### src/rtl/rr_pkg.sv
package rr_pkg;
  typedef enum logic [1:0] {
    ST_IDLE = 2'd0,
    ST_ITER = 2'd1,
    ST_NORM = 2'd2
  } rr_state_t;
endpackage

### src/rtl/rr_ctrl.sv
module rr_ctrl import rr_pkg::*; #(
  parameter int RW = 12
) (
  input  logic clk,
  input  logic rst_n,
  input  logic start,
  input  logic op_bad,
  output logic busy,
  output logic load,
  output logic step,
  output logic fin,
  output logic err_fin
);
  localparam int CNTW = $clog2(RW + 1) + 1;
  localparam logic [CNTW-1:0] LAST = CNTW'(RW);

  rr_state_t st_q, st_n;
  logic [CNTW-1:0] cnt_q, cnt_n;

  always_comb begin
    st_n    = st_q;
    cnt_n   = cnt_q;
    load    = 1'b0;
    step    = 1'b0;
    fin     = 1'b0;
    err_fin = 1'b0;
    unique case (st_q)
      ST_IDLE: begin
        if (start) begin
          if (op_bad) begin
            err_fin = 1'b1;
          end else begin
            load  = 1'b1;
            cnt_n = '0;
            st_n  = ST_ITER;
          end
        end
      end
      ST_ITER: begin
        step = 1'b1;
        if (cnt_q == LAST) st_n = ST_NORM;
        else               cnt_n = cnt_q + 1'b1;
      end
      ST_NORM: begin
        fin  = 1'b1;
        st_n = ST_IDLE;
      end
      default: st_n = ST_IDLE;
    endcase
  end

  always_ff @(posedge clk or negedge rst_n) begin
    if (!rst_n) begin
      st_q  <= ST_IDLE;
      cnt_q <= '0;
    end else begin
      st_q  <= st_n;
      cnt_q <= cnt_n;
    end
  end

  assign busy = (st_q != ST_IDLE);

  // busy only ever rises on an accepted start request
  assert_busy_rise_R9: assert property (@(posedge clk) disable iff (!rst_n)
    $rose(busy) |-> $past(start));
endmodule

### src/rtl/rr_cost_path.sv
module rr_cost_path #(
  parameter int MW = 12,
  parameter int RW = 12
) (
  input  logic          clk,
  input  logic          rst_n,
  input  logic          load,
  input  logic          step,
  input  logic          mode_rsqrt,
  input  logic          odd_exp,
  input  logic [MW-1:0] op_man,
  output logic [RW:0]   ybits
);
  localparam int FB = MW - 1 + 2 * RW;
  localparam int CW = FB + 5;
  localparam logic [CW-1:0] UNIT = {{(CW-1){1'b0}}, 1'b1} << FB;

  logic [CW-1:0] c_q, c_n, q_q, q_n, r_q, r_n;
  logic [RW:0]   y_q, y_n;
  logic          md_q, md_n;
  logic [CW-1:0] xin, delta, q_acc;
  logic [CW:0]   trial;
  logic          keep;

  always_comb begin
    xin = '0;
    xin[MW:0] = (mode_rsqrt && odd_exp) ? {op_man, 1'b0} : {1'b0, op_man};
    delta = q_q + r_q;
    trial = {1'b0, c_q} - {1'b0, delta};
    keep  = ~trial[CW];
    q_acc = keep ? (q_q + (r_q << 1)) : q_q;

    c_n  = c_q;
    q_n  = q_q;
    r_n  = r_q;
    y_n  = y_q;
    md_n = md_q;
    if (load) begin
      c_n  = UNIT;
      q_n  = '0;
      r_n  = xin << (2 * RW);
      y_n  = '0;
      md_n = mode_rsqrt;
    end else if (step) begin
      if (keep) c_n = trial[CW-1:0];
      y_n = {y_q[RW-1:0], keep};
      if (md_q) begin
        q_n = q_acc >> 1;
        r_n = r_q >> 2;
      end else begin
        q_n = '0;
        r_n = r_q >> 1;
      end
    end
  end

  always_ff @(posedge clk or negedge rst_n) begin
    if (!rst_n) begin
      c_q  <= '0;
      q_q  <= '0;
      r_q  <= '0;
      y_q  <= '0;
      md_q <= 1'b0;
    end else begin
      c_q  <= c_n;
      q_q  <= q_n;
      r_q  <= r_n;
      y_q  <= y_n;
      md_q <= md_n;
    end
  end

  assign ybits = y_q;

  // the kept residual never exceeds one and never wraps negative
  assert_cost_bound_R3: assert property (@(posedge clk) disable iff (!rst_n)
    c_q <= UNIT);
endmodule

### src/rtl/rr_result.sv
module rr_result #(
  parameter int RW = 12,
  parameter int EW = 8
) (
  input  logic          clk,
  input  logic          rst_n,
  input  logic          load,
  input  logic          fin,
  input  logic          err_fin,
  input  logic          mode_rsqrt,
  input  logic          op_sign,
  input  logic [EW-1:0] op_exp,
  input  logic [RW:0]   ybits,
  output logic          done,
  output logic          res_err,
  output logic          res_sign,
  output logic [EW:0]   res_exp,
  output logic [RW-1:0] res_man
);
  logic signed [EW:0] e_ext, e_half, base_q, base_n;
  logic               sgn_q, sgn_n;
  logic               done_n, err_n, rs_n;
  logic [EW:0]        exp_n;
  logic [RW-1:0]      man_n;

  always_comb begin
    e_ext  = $signed({op_exp[EW-1], op_exp});
    e_half = e_ext >>> 1;
    base_n = base_q;
    sgn_n  = sgn_q;
    if (load) begin
      base_n = mode_rsqrt ? -e_half : -e_ext;
      sgn_n  = mode_rsqrt ? 1'b0 : op_sign;
    end

    done_n = fin | err_fin;
    err_n  = res_err;
    rs_n   = res_sign;
    exp_n  = res_exp;
    man_n  = res_man;
    if (err_fin) begin
      err_n = 1'b1;
      rs_n  = 1'b0;
      exp_n = '0;
      man_n = '0;
    end else if (fin) begin
      err_n = 1'b0;
      rs_n  = sgn_q;
      if (ybits[RW]) begin
        man_n = ybits[RW:1];
        exp_n = base_q;
      end else begin
        man_n = ybits[RW-1:0];
        exp_n = base_q - 1'b1;
      end
    end
  end

  always_ff @(posedge clk or negedge rst_n) begin
    if (!rst_n) begin
      base_q   <= '0;
      sgn_q    <= 1'b0;
      done     <= 1'b0;
      res_err  <= 1'b0;
      res_sign <= 1'b0;
      res_exp  <= '0;
      res_man  <= '0;
    end else begin
      base_q   <= base_n;
      sgn_q    <= sgn_n;
      done     <= done_n;
      res_err  <= err_n;
      res_sign <= rs_n;
      res_exp  <= exp_n;
      res_man  <= man_n;
    end
  end

  assert_done_pulse_R10: assert property (@(posedge clk) disable iff (!rst_n)
    done |=> !done);
  assert_normalised_R6: assert property (@(posedge clk) disable iff (!rst_n)
    (done && !res_err) |-> res_man[RW-1]);
  assert_err_zero_R8: assert property (@(posedge clk) disable iff (!rst_n)
    (done && res_err) |-> (res_man == '0 && res_exp == '0));
endmodule

### src/rtl/recip_rsqrt_unit.sv
module recip_rsqrt_unit #(
  parameter int MW = 12,
  parameter int RW = 12,
  parameter int EW = 8
) (
  input  logic          clk,
  input  logic          rst_n,
  input  logic          start,
  input  logic          mode_rsqrt,
  input  logic          op_sign,
  input  logic [EW-1:0] op_exp,
  input  logic [MW-1:0] op_man,
  output logic          busy,
  output logic          done,
  output logic          res_err,
  output logic          res_sign,
  output logic [EW:0]   res_exp,
  output logic [RW-1:0] res_man
);
  logic          op_bad, load, step, fin, err_fin;
  logic [RW:0]   ybits;

  assign op_bad = ~op_man[MW-1] | (mode_rsqrt & op_sign);

  rr_ctrl #(.RW(RW)) u_ctrl (
    .clk(clk), .rst_n(rst_n), .start(start), .op_bad(op_bad),
    .busy(busy), .load(load), .step(step), .fin(fin), .err_fin(err_fin)
  );

  rr_cost_path #(.MW(MW), .RW(RW)) u_cost (
    .clk(clk), .rst_n(rst_n), .load(load), .step(step),
    .mode_rsqrt(mode_rsqrt), .odd_exp(op_exp[0]), .op_man(op_man),
    .ybits(ybits)
  );

  rr_result #(.RW(RW), .EW(EW)) u_res (
    .clk(clk), .rst_n(rst_n), .load(load), .fin(fin), .err_fin(err_fin),
    .mode_rsqrt(mode_rsqrt), .op_sign(op_sign), .op_exp(op_exp),
    .ybits(ybits), .done(done), .res_err(res_err), .res_sign(res_sign),
    .res_exp(res_exp), .res_man(res_man)
  );
endmodule

### config.mk
export PLATFORM = sky130hd
export DESIGN_NAME = recip_rsqrt_unit
export DESIGN_NICKNAME = d
export VERILOG_FILES = /design/src/rtl/rr_pkg.sv /design/src/rtl/rr_ctrl.sv /design/src/rtl/rr_cost_path.sv /design/src/rtl/rr_result.sv /design/src/rtl/recip_rsqrt_unit.sv
export SDC_FILE = /design/constraint.sdc
export NUM_CORES = 1
export LEC_CHECK = 0
export ABC_AREA = 1
export BUFFER_PORTS_ARGS = -buffer_cell sky130_fd_sc_hd__buf_2
export CAP_MARGIN = 30
export CORE_ASPECT_RATIO = 2
export CORE_MARGIN = 8
export CORE_UTILIZATION = 55
export DETAILED_ROUTE_END_ITERATION = 16
export GPL_TIMING_DRIVEN = 0
export PLACE_DENSITY = 0.76
export RECOVER_POWER = 25
export SYNTH_ARGS = -nofsm -noshare
export SYNTH_HDL_FRONTEND = slang
export SYNTH_SLANG_ARGS = --single-unit
### constraint.sdc
create_clock -name clk -period 10.2 [get_ports clk]
set_input_delay 0.51 -clock clk [delete_from_list [all_inputs] [get_ports clk]]
set_output_delay 0.51 -clock clk [all_outputs]
set_load 0.05 [all_outputs]
==> results of run 1 <==
-- sequential cells by signal, summed over array words and instances (netlist names), 2 cells and up --
name           count
u_cost.q_q        39
u_cost.c_q        40
u_res.base_q       9
u_ctrl.cnt_q       5
u_res.res_man     12
u_cost.ybits      13
u_res.res_exp      9
u_ctrl.st_q        2
u_cost.r_q        37
-- logic make-up after synthesis --
kind of cell	count (synthesis)	share of synthesized area
and+or+nand+nor	1078	0.289
AOI/OAI and AO/OA	546	0.195
buffers and inverters	352	0.0887
DFF	171	0.279
adders and majority gates	122	0.101
xor gates and xnor gates	82	0.0468
muxes	1	0.000652
-- area by class of cell --
class	count	area share
tap	352	0.0264
buffer	56	0.0150
clock inverter	15	0.0109
multi-input combinational	1829	0.582
inverter	296	0.0666
timing repair buffer	51	0.0166
sequential	171	0.257
clock buffer	17	0.0255
-- tightest hold or removal path: cells and delay by family --
family / cells / cell delay [ns]
simple gates: 1 / 0.04
buf+inv: 1 / 0.09
compound gates: 1 / 0.06
-- final timing paths --
path | start | depth (start not counted) | endpoint | slack [ns]
setup / recovery | u_cost.q_q[1]$_DFFE_PN0P_ | 23 | u_cost.c_q[33]$_DFFE_PN0P_ | 4.42
hold / removal | op_sign | 3 | u_res.sgn_q$_DFFE_PN0P_ | 0.27
setup reg to reg | u_cost.q_q[1]$_DFFE_PN0P_ | 23 | u_cost.c_q[33]$_DFFE_PN0P_ | 4.42
hold reg to reg | u_res.res_err$_DFFE_PN0P_ | 2 | u_res.res_err$_DFFE_PN0P_ | 0.49
max in group asynchronous | rst_n | 1 | u_cost.q_q[37]$_DFFE_PN0P_ | 4.72
min in group asynchronous | rst_n | 1 | u_cost.c_q[5]$_DFFE_PN0P_ | 2.18
-- placed cells by master, fill, tap and decap left out, types with 6 or more instances in the layout --
cell type                     n
sky130_fd_sc_hd__nor4_1       6
sky130_fd_sc_hd__clkbuf_1    44
sky130_fd_sc_hd__nand3b_1    12
sky130_fd_sc_hd__clkbuf_16   17
sky130_fd_sc_hd__nor3_1      31
sky130_fd_sc_hd__nand3_1    133
sky130_fd_sc_hd__nor2_1     236
sky130_fd_sc_hd__or2_2        8
sky130_fd_sc_hd__xnor2_1     45
sky130_fd_sc_hd__a21oi_1    195
sky130_fd_sc_hd__ha_1       119
sky130_fd_sc_hd__o21bai_1    18
sky130_fd_sc_hd__xor2_1      37
sky130_fd_sc_hd__a21o_1       8
sky130_fd_sc_hd__o211ai_1    30
sky130_fd_sc_hd__nand4_1     22
sky130_fd_sc_hd__o21ai_1     10
sky130_fd_sc_hd__a31oi_1     21
sky130_fd_sc_hd__buf_2       57
sky130_fd_sc_hd__o22ai_1     17
sky130_fd_sc_hd__o21a_1      13
sky130_fd_sc_hd__dfrtp_1    171
sky130_fd_sc_hd__o21ai_0    221
sky130_fd_sc_hd__inv_1      293
sky130_fd_sc_hd__nand2_1    616
-- layer usage --
| layer | up-vias | routed length, um |
|---|---|---|
| met4 | 0 | 6520 |
| met2 | 616 | 31600 |
| met3 | 282 | 2300 |
| met1 | 7603 | 18600 |
| met5 | - | 0 |
| li1 | 7922 | - |
-- through the flow --
| stage | worst slack [ns] | cell area, um2 |
|---|---|---|
| 2_1_floorplan | 6.56 | 15400 |
| 3_3_place_gp | 4.96 | 16000 |
| 3_5_place_dp | 4.89 | 16100 |
| 4_1_cts | 4.86 | 16700 |
| 5_1_grt | 3.93 | 16700 |
| 6_report | 4.42 | 16700 |
==> metrics.log, run 1 <==
[metrics] actual slew at the worst max-slew pin: 5.85 ns
[metrics] total of cells resized after clock tree synthesis: 0
[metrics] met2 routing resource usage after global routing: 0.670
[metrics] Final Max Tran Viols: 100
[metrics] cell-by-cell listing of the critical path: ha_1 -> nand2_1 -> nand2_1 -> o21ai_0 -> o21ai_0 -> a21oi_1 -> o31ai_1 -> xor2_1 -> ha_1 -> a21oi_1 -> o21ai_0 -> nand2_1 -> nand2_1 -> a21oi_1 -> nand2_4 -> nand2_2 -> buf_6 -> nand2_4 -> inv_2 -> buf_6 -> buf_6 -> nand2_1 -> nand2_1
[metrics] # fillers: 2836
[metrics] ANT cells: 0
[metrics] sequential element share of the synthesized area: 0.279
[metrics] number of enable-type register cells in the synthesized netlist: 0
[metrics] DRC violation count after routing: 0
[metrics] cell with the largest stage delay on the worst path: sky130_fd_sc_hd__o21ai_0
[metrics] post-layout minimum cycle time: 5.78 ns
[metrics] drt wl/cell: 21.2 um
[metrics] violated checks: max-capacitance violations, max-slew violations
[metrics] Peak Freq: 0.173 GHz
[metrics] Yosys warnings: 0
[metrics] final setup violating endpoints: 0
[metrics] top flip-flop cell by instance count after synthesis: sky130_fd_sc_hd__dfrtp_1
[metrics] io pins: 50
[metrics] crit path launch type: register
[metrics] CTS max path bufs: 2
[metrics] area taken by flip-flops and latches: 4280 um2
[metrics] highest fanout seen on the critical path: 10
[metrics] average via count per standard cell: 5.89
[metrics] GR Layer Usage met3: 0.0448
[metrics] Worst Clk Skew: 0.0121 ns
[metrics] final setup TNS: 0 ns
[metrics] final standard cell count with taps included and fillers excluded: 2787
[metrics] worst endpoint data arrival time: 6.19 ns
[metrics] RD Place Congestion: 1.03
[metrics] buffers inserted by post-CTS timing repair: 0
[metrics] CTS H-tree lvls: 4
[metrics] number of buffers created by CTS: 17
[metrics] Synth Instances: 2352
[metrics] antenna violations before repair: 0
[metrics] share of final-layout standard cells stronger than drive strength 1: 0.0468
[metrics] clock transition at the register clock pins on the worst setup and hold paths after CTS: 0.08 ns
[metrics] Worst path top cell family by delay: compound AO/OA/AOI/OAI gates
[metrics] TritonCTS clock tree: done
[metrics] floorplan die area: 33800 um2
[metrics] routed wire length: 59000 um
[metrics] Hold Worst Slack: 0.267 ns
[metrics] synthesized net count: 2499
[metrics] buffers and inverters on the worst path: 4
[metrics] CTS Hold Buffers Added: 0
[metrics] post-detail-place hpwl: 48200 um
[metrics] cell area after synthesis: 15400 um2
[metrics] result of the run: complete, but fails checks
[metrics] number of placement rows: 86
[metrics] fraction of synthesis flops using an asynchronous set or reset pin: 1.00
[metrics] global-route track usage on met1: 0.293
[metrics] overall die width: 134 um
[metrics] tightest slew margin relative to the limit: -2.90
[metrics] most frequent cell after synthesis: sky130_fd_sc_hd__nand2_1
[metrics] Pre-antenna DRT Iters: 5
[metrics] final antenna-violating net count: 0
[metrics] most congested layer reported by global routing: met2
[metrics] DR iter-0 viols: 986
[metrics] cell mode on critical path: sky130_fd_sc_hd__nand2_1
[metrics] post-route fraction of the period consumed by the critical path: 0.567
[metrics] post-synth top area cell: sky130_fd_sc_hd__dfrtp_1
[metrics] all-layer global routing usage: 0.351
[metrics] flop and latch count out of synthesis: 171
[metrics] count of endpoints failing hold in the final timing report: 0
[metrics] syn avg cell area: 6.53 um2
[metrics] Yosys top cell area share: 0.279
[metrics] Worst Path Class, Setup: register to register
[metrics] number of nets in the final layout: 2569
[metrics] number of distinct standard cells referenced by the synthesized netlist: 44
[metrics] area growth from synthesis to layout: 8.62%
[metrics] Multi-input gate area: 9710 um2
[metrics] via count of the first global-routing pass: 17300
[metrics] most common library cells after synthesis: sky130_fd_sc_hd__nand2_1, sky130_fd_sc_hd__inv_1, sky130_fd_sc_hd__nor2_1, sky130_fd_sc_hd__o21ai_0, sky130_fd_sc_hd__a21oi_1
[metrics] Vias: 16400
[metrics] maximum number of pins on one net before global-route repair: 100
[metrics] overflow left after global routing: 0
[metrics] Initial Utilization: 0.557
[metrics] clk_lat worst skew: 0.47 ns
[metrics] reported max-cap violation count: 1
[metrics] die height: 252 um
[metrics] Hold/Removal Path Class: primary input to register
[metrics] core box area: 27500 um2
[metrics] instance count after placement with tap cells included: 2755
[metrics] Critical Path RT: 10.61 ns
[metrics] most area-consuming cells after synthesis: sky130_fd_sc_hd__dfrtp_1, sky130_fd_sc_hd__nand2_1, sky130_fd_sc_hd__ha_1
[metrics] CTS Root Cell: sky130_fd_sc_hd__clkbuf_16
[metrics] highest cell delay on the worst timing path: 0.88 ns
[metrics] Critical Path Sink Type: register
[metrics] IO buf count: 49
[metrics] unrepaired setup endpoints after global routing: no
[metrics] post-route core utilization: 0.605
[metrics] global-route wire length before repair: 90000 um
[metrics] clk sinks: 171
Power of run 1 is left out: the tool's default activity adds up to more than one toggle a clock period on the data nets, which glitch-free logic cannot reach.
==> run 2: changes to the inputs <==
PLACE_DENSITY = 0.79   (was 0.76)
clock period = 5.2 ns   (was 10.2 ns; I/O delays follow)
==> run 2 against run 1 <==
The flow still finishes with violations (max-capacitance violations, max-slew violations). Worst setup slack got worse by 4.2 ns. Sequential cell count stayed put. Register-to-register slack worse by 4.2 ns. Critical endpoint unchanged. Count of clock-buffer cells in the layout did not move. Utilization up 0.050 points. Largest cell class unchanged.
==> metrics.log, run 2 (synthesis gave the netlist of run 1 again) <==
[metrics] core box area: 27500 um2 (unchanged)
[metrics] number of placement rows: 86 (unchanged)
[metrics] highest cell delay on the worst timing path: 0.57 ns (-0.31 ns)
[metrics] Worst Clk Skew: 0.0209 ns (+0.00876 ns)
[metrics] CTS H-tree lvls: 4 (unchanged)
[metrics] post-route fraction of the period consumed by the critical path: 0.963 (+0.396)
[metrics] final setup violating endpoints: 0 (unchanged)
[metrics] overall die width: 134 um (unchanged)
[metrics] Critical Path RT: 5.61 ns (-5.00 ns)
[metrics] commonest non-fill, non-tap cell in the layout: sky130_fd_sc_hd__nand2_1
[metrics] unrepaired setup endpoints after global routing: no
[metrics] Initial Utilization: 0.557 (unchanged)
[metrics] crit path launch type: register
[metrics] post-detail-place hpwl: 48600 um (+0.76%)
[metrics] # fillers: 2764 (-2.5%)
[metrics] largest registers in the final layout: u_cost.c_q x40, u_cost.q_q x39, u_cost.r_q x37
[metrics] floorplan die area: 33800 um2 (unchanged)
[metrics] clk_lat worst skew: 0.47 ns (about the same)
[metrics] cell mode on critical path: sky130_fd_sc_hd__nand2_1
[metrics] number of flip-flops under the largest register name: 40 (unchanged)
[metrics] Final Max Tran Viols: 174 (+74%)
[metrics] post-layout minimum cycle time: 5.01 ns (-0.777 ns)
[metrics] RD Place Congestion: 1.04 (+0.40%)
[metrics] count of endpoints failing hold in the final timing report: 0 (unchanged)
[metrics] maximum number of pins on one net before global-route repair: 126 (+26%)
[metrics] buffers inserted by post-CTS timing repair: 0 (unchanged)
[metrics] cells on worst reg2reg path: 22 (-4.3%)
[metrics] reported max-cap violation count: 2 (+1)
[metrics] Vias: 16500 (+0.53%)
[metrics] Worst Path Class, Setup: register to register
[metrics] highest fanout seen on the critical path: 10 (unchanged)
[metrics] CTS max path bufs: 2 (unchanged)
[metrics] antenna violations before repair: 0 (unchanged)
[metrics] overflow left after global routing: 0 (unchanged)
[metrics] all-layer global routing usage: 0.355 (+0.00316)
[metrics] global-route wire length before repair: 90400 um (+0.43%)
[metrics] io pins: 50 (unchanged)
[metrics] Hold/Removal Path Class: primary input to register
[metrics] TritonCTS clock tree: done
[metrics] via count of the first global-routing pass: 17100 (-1.1%)
[metrics] worst endpoint data arrival time: 5.42 ns (-0.77 ns)
[metrics] tightest slew margin relative to the limit: -0.987 (+1.91)
[metrics] average via count per standard cell: 5.91 (+0.35%)
[metrics] cell with the largest stage delay on the worst path: sky130_fd_sc_hd__nor3_1
[metrics] largest register by flop count: u_cost.c_q
[metrics] clock transition at the register clock pins on the worst setup and hold paths after CTS: 0.08 ns (about the same)
[metrics] post-route core utilization: 0.606 (about the same)
[metrics] clk sinks: 171 (unchanged)
[metrics] drt wl/cell: 21.2 um (about the same)
[metrics] Critical Path Sink Type: register
[metrics] number of nets in the final layout: 2573 (+0.16%)
[metrics] cell-by-cell listing of the critical path: ha_1 -> nand2_1 -> nor2_1 -> nand2_1 -> nor3_1 -> a21oi_1 -> xor2_1 -> ha_1 -> nand2_1 -> nor2_2 -> nand2_1 -> nor2_1 -> nand2_1 -> nand3_2 -> nand2_2 -> nand2_4 -> nand2_2 -> buf_6 -> inv_1 -> clkbuf_4 -> nand3_1 -> nand2_1
[metrics] die height: 252 um (unchanged)
[metrics] most used cells in the layout excluding fill and tap cells: sky130_fd_sc_hd__nand2_1, sky130_fd_sc_hd__inv_1, sky130_fd_sc_hd__nor2_1, sky130_fd_sc_hd__o21ai_0, sky130_fd_sc_hd__a21oi_1
[metrics] share of final-layout standard cells stronger than drive strength 1: 0.0431 (-0.00377)
[metrics] violated checks: max-capacitance violations, max-slew violations
[metrics] area growth from synthesis to layout: 8.71% (about the same)
[metrics] worst hold stages: 3 (unchanged)
[metrics] result of the run: complete, but fails checks
[metrics] IO buf count: 49 (unchanged)
[metrics] number of buffers created by CTS: 17 (unchanged)
[metrics] Pre-antenna DRT Iters: 7 (+2)
[metrics] final antenna-violating net count: 0 (unchanged)
[metrics] routed wire length: 59200 um (+0.27%)
[metrics] DR iter-0 viols: 908 (-7.9%)
[metrics] Peak Freq: 0.200 GHz (+16%)
[metrics] DRC violation count after routing: 0 (unchanged)
[metrics] actual slew at the worst max-slew pin: 2.98 ns (-2.87 ns)
[metrics] CTS Root Cell: sky130_fd_sc_hd__clkbuf_16
[run 2: worst paths after layout]
path / slack (ns) / from / endpoint
max: 0.19 / u_cost.q_q[9]$_DFFE_PN0P_ / u_cost.c_q[33]$_DFFE_PN0P_
min: 0.07 / op_sign / u_res.sgn_q$_DFFE_PN0P_
max reg2reg: 0.19 / u_cost.q_q[9]$_DFFE_PN0P_ / u_cost.c_q[33]$_DFFE_PN0P_
min reg2reg: 0.49 / u_res.res_err$_DFFE_PN0P_ / u_res.res_err$_DFFE_PN0P_
max in group asynchronous: 0.73 / rst_n / u_res.res_exp[8]$_DFFE_PN0P_
min in group asynchronous: 1.29 / rst_n / u_cost.c_q[5]$_DFFE_PN0P_
[run 2: through the flow]
stage                     setup slack (ns)  instance area, um2  hold slack [ns]  TNS, ns  cells
after global routing                0.0583               16700           0.0951        0   2791
after global placement              -0.133               16000            0.457    -1.62   2753
after CTS                           0.0320               16700           0.0562        0   2788
final                                0.193               16700           0.0714        0   2792
after detailed placement            0.0442               16100            0.199        0   2755
after floorplan                       1.56               15400          -0.0356        0   2352
[run 2: repair_timing]
action	CTS	global route
endpoints found under the hold margin	46	0
endpoints found under the setup margin	0	80
hold buffers	1	0
resized for setup	0	13
[run 2: critical path, delay by kind of cell (launching register included)]
| kind | cells | cell delay (ns) |
|---|---|---|
| buffers and inverters | 3 | 0.73 |
| AOI/OAI and AO/OA | 1 | 0.31 |
| xor gates and xnor gates | 1 | 0.22 |
| adders and majority gates | 2 | 0.78 |
| and+or+nand+nor | 15 | 2.43 |
| DFF | 1 | 0.43 |
[run 2: metal layers]
layer  part of all wire  GRT usage  vias up
li1                   -          -     7941
met1               0.32      0.294     7666
met2               0.53      0.676      620
met3              0.035     0.0500      283
met4               0.11      0.365        0
met5                  0          0        -
[run 2: final cells by class]
type	count	area, um2	share of cell area
Antenna cell	1	2.50	0.000150
Buffer	56	254	0.0152
Clock buffer	17	425	0.0255
Clock inverter	15	173	0.0103
Inverter	296	1110	0.0666
Multi-Input combinational cell	1829	9750	0.584
Sequential cell	171	4280	0.256
Tap cell	352	440	0.0264
Timing Repair Buffer	55	256	0.0154
Power of run 2 is left out for the same reason.
